`config.mk`:
```
export PLATFORM = sky130hd
export DESIGN_NAME = rtc_regfile
export DESIGN_NICKNAME = d
export VERILOG_FILES = /design/src/rtl/rtc_pkg.sv /design/src/rtl/rtc_prescaler.sv /design/src/rtl/rtc_calendar.sv /design/src/rtl/rtc_irq_timer.sv /design/src/rtl/rtc_regfile.sv
export SDC_FILE = /design/constraint.sdc
export NUM_CORES = 1
export LEC_CHECK = 0
export BUFFER_PORTS_ARGS = -buffer_cell sky130_fd_sc_hd__buf_2
export CAP_MARGIN = 25
export CORE_MARGIN = 3
export CORE_UTILIZATION = 40
export DETAILED_ROUTE_END_ITERATION = 16
export HOLD_SLACK_MARGIN = 0.02
export PLACE_DENSITY = 0.53
export SLEW_MARGIN = 20
export SYNTH_ARGS = -nofsm -noshare
export SYNTH_HDL_FRONTEND = slang
export SYNTH_SLANG_ARGS = --single-unit
export TNS_END_PERCENT = 5
```
`constraint.sdc`:
```
create_clock -name clk -period 3.2 [get_ports clk]
set_clock_uncertainty 0.15 [all_clocks]
set_input_delay 0.48 -clock clk [delete_from_list [all_inputs] [get_ports clk]]
set_output_delay 0.48 -clock clk [all_outputs]
set_load 0.01 [all_outputs]
```
`src/rtl/rtc_pkg.sv`:
```
package rtc_pkg;

    typedef enum logic [0:0] {
        CLK_HALTED  = 1'b0,
        CLK_RUNNING = 1'b1
    } clk_state_t;

    localparam logic [3:0] A_CTRL  = 4'h0;
    localparam logic [3:0] A_TENTH = 4'h1;
    localparam logic [3:0] A_SEC_U = 4'h2;
    localparam logic [3:0] A_SEC_T = 4'h3;
    localparam logic [3:0] A_MIN_U = 4'h4;
    localparam logic [3:0] A_MIN_T = 4'h5;
    localparam logic [3:0] A_HR_U  = 4'h6;
    localparam logic [3:0] A_HR_T  = 4'h7;
    localparam logic [3:0] A_DAY_U = 4'h8;
    localparam logic [3:0] A_DAY_T = 4'h9;
    localparam logic [3:0] A_MON_U = 4'hA;
    localparam logic [3:0] A_MON_T = 4'hB;
    localparam logic [3:0] A_YR_U  = 4'hC;
    localparam logic [3:0] A_YR_T  = 4'hD;
    localparam logic [3:0] A_WDAY  = 4'hE;
    localparam logic [3:0] A_SHARE = 4'hF;

    // interval in tenth ticks for each interrupt code
    function automatic logic [9:0] irq_interval(input logic [2:0] code);
        case (code)
            3'd1:    return 10'd1;
            3'd2:    return 10'd5;
            3'd3:    return 10'd10;
            3'd4:    return 10'd50;
            3'd5:    return 10'd100;
            3'd6:    return 10'd300;
            3'd7:    return 10'd600;
            default: return 10'd0;
        endcase
    endfunction

    function automatic logic [5:0] month_len(input logic [4:0] mon, input logic is_leap);
        case (mon)
            5'd2:                   return is_leap ? 6'd29 : 6'd28;
            5'd4, 5'd6, 5'd9, 5'd11: return 6'd30;
            default:                return 6'd31;
        endcase
    endfunction

endpackage

```
`src/rtl/rtc_prescaler.sv`:
```
module rtc_prescaler #(
    parameter int TENTH_DIV = 3277
) (
    input  logic clk,
    input  logic rst_n,
    input  logic tick_in,
    input  logic run,
    input  logic test,
    input  logic clr,
    output logic tenth
);
    localparam int CW = (TENTH_DIV > 2) ? $clog2(TENTH_DIV) : 1;
    localparam logic [CW-1:0] LAST = CW'(TENTH_DIV - 1);

    logic [CW-1:0] cnt_q;

    assign tenth = run && tick_in && (test || cnt_q == LAST);

    always_ff @(posedge clk) begin
        if (!rst_n || clr) begin
            cnt_q <= '0;
        end else if (run && tick_in && !test) begin
            cnt_q <= (cnt_q == LAST) ? '0 : cnt_q + CW'(1);
        end
    end
endmodule

```
`src/rtl/rtc_calendar.sv`:
```
module rtc_calendar
    import rtc_pkg::*;
(
    input  logic       clk,
    input  logic       rst_n,
    input  logic       tenth,
    input  logic       clr_tenths,
    input  logic       wr_time,
    input  logic       wr_set,
    input  logic [3:0] waddr,
    input  logic [3:0] wdata,
    input  logic [3:0] raddr,
    output logic [3:0] rdata
);
    logic [3:0] ten_q, sec_u, min_u, hr_u, hr_t, day_u, mon_u, yr_u, yr_t;
    logic [2:0] sec_t, min_t, wday;
    logic [1:0] day_t, leap;
    logic       mon_t, mode24;

    logic c_ten, c_sec, c_min, c_hr, c_day, c_mon;
    logic h_last24, h11, h12, h09, day_last, digit_ok;
    logic [5:0] day_bin;
    logic [4:0] mon_bin;

    always_comb begin
        day_bin  = 6'(day_t) * 6'd10 + 6'(day_u);
        mon_bin  = mon_t ? 5'd10 + 5'(mon_u) : 5'(mon_u);
        day_last = (day_bin == month_len(mon_bin, leap == 2'b00));
        h_last24 = (hr_t[1:0] == 2'd2) && (hr_u == 4'd3);
        h11      = hr_t[0] && (hr_u == 4'd1);
        h12      = hr_t[0] && (hr_u == 4'd2);
        h09      = !hr_t[0] && (hr_u == 4'd9);
        c_ten    = tenth && (ten_q == 4'd9);
        c_sec    = c_ten && (sec_t == 3'd5) && (sec_u == 4'd9);
        c_min    = c_sec && (min_t == 3'd5) && (min_u == 4'd9);
        c_hr     = c_min && (mode24 ? h_last24 : (h11 && hr_t[3]));
        c_day    = c_hr && day_last;
        c_mon    = c_day && mon_t && (mon_u == 4'd2);
        digit_ok = (wdata <= 4'd9);
    end

    always_ff @(posedge clk) begin
        if (!rst_n) begin
            ten_q <= '0; sec_u <= '0; sec_t <= '0; min_u <= '0; min_t <= '0;
            hr_u  <= '0; hr_t  <= '0; day_u <= 4'd1; day_t <= '0;
            mon_u <= 4'd1; mon_t <= 1'b0; yr_u <= '0; yr_t <= '0;
            wday  <= 3'd1; mode24 <= 1'b1; leap <= 2'b00;
        end else begin
            if (clr_tenths)  ten_q <= '0;
            else if (tenth)  ten_q <= (ten_q == 4'd9) ? 4'd0 : ten_q + 4'd1;

            if (c_ten) begin
                if (sec_u == 4'd9) begin
                    sec_u <= '0;
                    sec_t <= (sec_t == 3'd5) ? 3'd0 : sec_t + 3'd1;
                end else sec_u <= sec_u + 4'd1;
            end

            if (c_sec) begin
                if (min_u == 4'd9) begin
                    min_u <= '0;
                    min_t <= (min_t == 3'd5) ? 3'd0 : min_t + 3'd1;
                end else min_u <= min_u + 4'd1;
            end

            if (c_min) begin
                if (mode24) begin
                    if (h_last24)            begin hr_u <= '0; hr_t <= '0; end
                    else if (hr_u == 4'd9)   begin hr_u <= '0; hr_t <= hr_t + 4'd1; end
                    else                           hr_u <= hr_u + 4'd1;
                end else begin
                    if (h11)      begin hr_u <= 4'd2; hr_t <= {~hr_t[3], 3'b001}; end
                    else if (h12) begin hr_u <= 4'd1; hr_t <= {hr_t[3], 3'b000}; end
                    else if (h09) begin hr_u <= 4'd0; hr_t <= {hr_t[3], 3'b001}; end
                    else                hr_u <= hr_u + 4'd1;
                end
            end

            if (c_hr) begin
                wday <= (wday == 3'd7) ? 3'd1 : wday + 3'd1;
                if (day_last)            begin day_u <= 4'd1; day_t <= '0; end
                else if (day_u == 4'd9)  begin day_u <= '0; day_t <= day_t + 2'd1; end
                else                           day_u <= day_u + 4'd1;
            end

            if (c_day) begin
                if (mon_t && mon_u == 4'd2) begin mon_u <= 4'd1; mon_t <= 1'b0; end
                else if (mon_u == 4'd9)     begin mon_u <= 4'd0; mon_t <= 1'b1; end
                else                              mon_u <= mon_u + 4'd1;
            end

            if (c_mon) begin
                if (yr_u == 4'd9) begin
                    yr_u <= '0;
                    yr_t <= (yr_t == 4'd9) ? 4'd0 : yr_t + 4'd1;
                end else yr_u <= yr_u + 4'd1;
            end

            if (wr_set) begin
                mode24 <= wdata[0];
                leap   <= wdata[3:2];
            end else if (c_mon) begin
                leap   <= leap + 2'd1;
            end

            if (wr_time) begin
                case (waddr)
                    A_SEC_U: if (digit_ok) sec_u <= wdata;
                    A_SEC_T: sec_t <= wdata[2:0];
                    A_MIN_U: if (digit_ok) min_u <= wdata;
                    A_MIN_T: min_t <= wdata[2:0];
                    A_HR_U:  if (digit_ok) hr_u <= wdata;
                    A_HR_T:  hr_t <= mode24 ? {2'b00, wdata[1:0]} : {wdata[3], 2'b00, wdata[0]};
                    A_DAY_U: if (digit_ok) day_u <= wdata;
                    A_DAY_T: day_t <= wdata[1:0];
                    A_MON_U: if (digit_ok) mon_u <= wdata;
                    A_MON_T: mon_t <= wdata[0];
                    A_YR_U:  if (digit_ok) yr_u <= wdata;
                    A_YR_T:  if (digit_ok) yr_t <= wdata;
                    A_WDAY:  wday <= wdata[2:0];
                    default: ;
                endcase
            end
        end
    end

    always_comb begin
        case (raddr)
            A_TENTH: rdata = ten_q;
            A_SEC_U: rdata = sec_u;
            A_SEC_T: rdata = {1'b0, sec_t};
            A_MIN_U: rdata = min_u;
            A_MIN_T: rdata = {1'b0, min_t};
            A_HR_U:  rdata = hr_u;
            A_HR_T:  rdata = hr_t;
            A_DAY_U: rdata = day_u;
            A_DAY_T: rdata = {2'b00, day_t};
            A_MON_U: rdata = mon_u;
            A_MON_T: rdata = {3'b000, mon_t};
            A_YR_U:  rdata = yr_u;
            A_YR_T:  rdata = yr_t;
            A_WDAY:  rdata = {1'b0, wday};
            A_SHARE: rdata = {leap, 1'b0, mode24};
            default: rdata = 4'h0;
        endcase
    end
endmodule

```
`src/rtl/rtc_irq_timer.sv`:
```
module rtc_irq_timer
    import rtc_pkg::*;
(
    input  logic       clk,
    input  logic       rst_n,
    input  logic       tenth,
    input  logic       enable,
    input  logic       code_we,
    input  logic [2:0] code_in,
    input  logic       ack,
    output logic [2:0] code,
    output logic       irq
);
    logic [9:0] cnt_q, span;
    logic       fire, idle;

    always_comb begin
        span = irq_interval(code);
        idle = !enable || (span == 10'd0);
        fire = tenth && !idle && (cnt_q == span - 10'd1);
    end

    always_ff @(posedge clk) begin
        if (!rst_n) begin
            code  <= '0;
            cnt_q <= '0;
            irq   <= 1'b0;
        end else begin
            if (code_we) code <= code_in;
            if (code_we || idle) cnt_q <= '0;
            else if (tenth)      cnt_q <= fire ? 10'd0 : cnt_q + 10'd1;
            if (fire)     irq <= 1'b1;
            else if (ack) irq <= 1'b0;
        end
    end
endmodule

```
`src/rtl/rtc_regfile.sv`:
```
module rtc_regfile
    import rtc_pkg::*;
#(
    parameter int TENTH_DIV = 3277
) (
    input  logic       clk,
    input  logic       rst_n,
    input  logic       tick_32k,
    input  logic [3:0] addr,
    input  logic [3:0] wdata,
    input  logic       wr,
    input  logic       rd,
    output logic [3:0] rdata,
    output logic       irq
);
    clk_state_t state_q, state_d;
    logic test_q, isel_q, istop_q, dchg_q;
    logic run, start, ctrl_wr, ctrl_rd, time_we, set_we, code_we, tenth;
    logic [3:0] cal_rdata;
    logic [2:0] code;

    assign ctrl_wr = wr && (addr == A_CTRL);
    assign ctrl_rd = rd && (addr == A_CTRL);

    always_comb begin
        state_d = state_q;
        unique case (state_q)
            CLK_HALTED:  if (ctrl_wr && !wdata[2]) state_d = CLK_RUNNING;
            CLK_RUNNING: if (ctrl_wr &&  wdata[2]) state_d = CLK_HALTED;
        endcase
    end

    always_ff @(posedge clk) begin
        if (!rst_n) state_q <= CLK_HALTED;
        else        state_q <= state_d;
    end

    always_comb begin
        run     = (state_q == CLK_RUNNING);
        start   = (state_q == CLK_HALTED) && (state_d == CLK_RUNNING);
        time_we = wr && (state_q == CLK_HALTED) && (addr != A_CTRL) && (addr != A_SHARE);
        set_we  = wr && (addr == A_SHARE) && !isel_q;
        code_we = wr && (addr == A_SHARE) &&  isel_q;
    end

    always_ff @(posedge clk) begin
        if (!rst_n) begin
            test_q  <= 1'b0;
            isel_q  <= 1'b0;
            istop_q <= 1'b1;
            dchg_q  <= 1'b0;
        end else begin
            if (ctrl_wr) begin
                test_q  <= wdata[3];
                isel_q  <= wdata[1];
                istop_q <= wdata[0];
            end
            if (tenth)        dchg_q <= 1'b1;
            else if (ctrl_rd) dchg_q <= 1'b0;
        end
    end

    rtc_prescaler #(.TENTH_DIV(TENTH_DIV)) i_presc (
        .clk(clk), .rst_n(rst_n), .tick_in(tick_32k), .run(run),
        .test(test_q), .clr(start), .tenth(tenth)
    );

    rtc_calendar i_cal (
        .clk(clk), .rst_n(rst_n), .tenth(tenth), .clr_tenths(start),
        .wr_time(time_we), .wr_set(set_we), .waddr(addr), .wdata(wdata),
        .raddr(addr), .rdata(cal_rdata)
    );

    rtc_irq_timer i_irq (
        .clk(clk), .rst_n(rst_n), .tenth(tenth), .enable(!istop_q),
        .code_we(code_we), .code_in(wdata[2:0]), .ack(ctrl_rd),
        .code(code), .irq(irq)
    );

    always_comb begin
        if (addr == A_CTRL)                rdata = {dchg_q, 3'b000};
        else if (addr == A_SHARE && isel_q) rdata = {1'b0, code};
        else                               rdata = cal_rdata;
    end
endmodule

```
==> impl_metrics.toml <==
[run_status]
outcome = "completed"

[clock_network]
cts_tree = "yes"
postCtsSetupBuffers = 0
clock_sinks = 82
cts.path.max_buffers = 2
cts-htree-levels = 3
ctsResizeCount = 0
cts_made_buffers = 9
clk_pin_slew_ps = 60
hold_buffers = 0
cts_root_buffer = "clkbuf_16"
clock_latency_ps = 360

[worst_hold_path]
hold_end = "dchg_q"
hold_path_class = "in2reg"
whs_path_depth = 4
holdCritStartpoint = "rd"

[logic_synthesis]
synthFlopType = "dfxtp_1"
synth_edf_count = 0
synth_top_area_share_pct = 26.9
synthCells = 812
synth_top_family_by_area = "simple AND/OR/NAND/NOR gates"
muxShareOfSynthArea_pct = 4.19
synth_area_leaders = "dfxtp_1, nand2_1, nor2_1"
avgSynthCellArea_um2 = 7.51
synthesis.nets = 847
synthXorXnorAreaFrac_pct = 4.74
synth-adder-area-share_pct = 4.64
synth_compound_area_share_pct = 22.4
synth.distinct_cells = 74
yosys.area_share.simple_pct = 32.5
synth-seq-cells = 82
syn_area_um2 = 6100
synth-warning-count = 0
synth-seq-area-share_pct = 26.9
async_flop_share_pct = 0
synth_top_cell_by_area = "dfxtp_1"

[die]
io_pins = 18
coreArea_um2 = 14700
die_w_um = 129
row_count = 44
initial_core_util_pct = 41.5
die-area_um2 = 16800
die_y_um = 129

[pwr]
p_sw_share_pct = 25.6
internal_power_mw = 1.82
p_total_mw = 2.45
p_seq_share_pct = 43.7
combPwrFrac_pct = 9.1
p_sw_mw = 0.627
leakagePower_nw = 2.37
clkPwrFrac_pct = 47.3
vdd_drop_max_mv = 0.259
power.density_nw_per_um2 = 361

[sta]
fmax_mhz = 335
setup_viol_count_final = 0
fin_crit_ps = 2980
hold_slack_ps = 280
final.period_utilization_pct = 93.2
relSlewSlack_pct = 46.8
grt_setup_unrepaired = "false"
fin_ws_ps = 217
hold_viol = 0
worst_pin_slew_ps = 787
tns_ps = 0
maxSlewViolCount = 0

[routing]
routed_wl_um = 19000
num_vias = 6149
drc = 0
drt_iter0_drc = 516
via_per_inst = 6.07
wire_per_inst_um = 18.8
first_pass_iters = 5
drtAntennaViolNets = 0

[worst_setup_path]
critPathRequiredTime_ps = 3290
reg2reg_depth = 8
r2r_slack_ps = 220
endpoint_kind = "flip-flop"
crit_fanout = 6
worstPathArrival_ps = 3070
criticalPathCategory = "reg2reg"
worstSetupStartpointType = "flip-flop"
r2r_start = "i_cal.mon_u[1]"
rr_endpoint = "i_cal.yr_t[3]"

[global_route]
grt_max_degree = 28
grt_pass1_vias = 5584
antenna_found_initial = 0
gr-total-overflow = 0
grt_pass1_wl_um = 30500
grtUsageTotal_pct = 23.1

[layout]
nNetsFinal = 860
areaGrowthSynthToFinish_pct = 11.1
mostFrequentLayoutCells = "nand2_1, nor2_1, dfxtp_1"
fin_area_um2 = 6780
drive_gt1_share_pct = 10.0
utilization_pct = 46.1
stdcell_count = 1013
antenna_cells = 0
mostFrequentLayoutCell = "nand2_1"

[place]
pre_cts_slack_ps = 226
place_area_um2 = 6450
hpwl_um = 14300
dp.cells = 998
gp_congestion = 0.950
portBuffers = 17

[flow_run]
drv_cap = 0
## logic make-up after synthesis
kind of cell | count (synthesis)
muxes | 25
xor gates and xnor gates | 33
buffers and inverters | 72
DFF | 82
and+or+nand+nor | 375
adders and majority gates | 22
AOI/OAI and AO/OA | 203
## flip-flops by register name, indices dropped and copies added (netlist names), 4 cells and up
| name | flops |
|---|---|
| i_cal.hr_t | 4 |
| i_cal.min_u | 4 |
| i_irq.cnt_q | 10 |
| i_presc.cnt_q | 12 |
| i_cal.mon_u | 4 |
| i_cal.yr_t | 4 |
| i_cal.hr_u | 4 |
| i_cal.sec_u | 4 |
| i_cal.day_u | 4 |
| i_cal.ten_q | 4 |
| i_cal.yr_u | 4 |
## area by class of cell
cell class,count,area (µm²)
Clock buffer,11,243
Fill cell,1467,7920
Clock inverter,4,76.3
Tap cell,184,230
Multi-Input combinational cell,658,4180
Timing Repair Buffer,45,295
Sequential cell,82,1640
Inverter,29,109
## worst max-delay path: stages (launching register included)
cell and delay, ps:
dfxtp_1 310, ha_1 340, nor4b_2 250, a31oi_1 100, or3_1 410, a311oi_4 430, o311ai_1 300, nor3b_1 220
or3_1 370
## synthesized netlist by cell type, types with 7 or more instances
cell type / n
xnor2_1: 14
ha_1: 21
a31oi_1: 13
nor2_1: 82
nand3b_1: 11
inv_1: 28
nand2b_1: 18
nand2_1: 87
nor2b_1: 23
nor3_1: 25
o211ai_1: 8
and3_1: 12
dfxtp_1: 82
a211oi_1: 10
a21oi_1: 46
o21ai_0: 50
and2_1: 9
mux2i_1: 21
or3_1: 11
xor2_1: 19
nor3b_1: 11
o22ai_1: 7
clkbuf_1: 35
nand4_1: 18
nand3_1: 29
## worst max-delay path by stage
stage	startpoint	to	slack [ps]	cells after the start
after global routing	i_cal.mon_u[1]	i_cal.yr_t[3]	70	8
after detailed placement	i_cal.mon_u[1]	i_cal.yr_t[3]	230	8
after CTS	i_cal.mon_u[1]	i_cal.yr_t[3]	220	8
after global placement	i_cal.mon_u[1]	i_cal.yr_t[3]	290	8
after floorplan	i_irq.code[2]	i_irq.cnt_q[2]	70	12
final	i_cal.mon_u[1]	i_cal.yr_t[3]	220	8
## power by group through the flow
stage	Clock [mW]	Combinational, mW	Sequential, mW
global placement	0	0.214	1.09
CTS	1.18	0.218	1.07
global route	1.22	0.241	1.07
finish	1.16	0.222	1.07
floorplan	0	0.144	1.08
detailed placement	0	0.217	1.09
## layer usage
layer	global-route usage, %	wire, µm
met3	5.61	1190
met5	0	0
met4	5.75	371
met2	38.1	8950
met1	30.5	8490
Power figures use the tool's default switching activity.
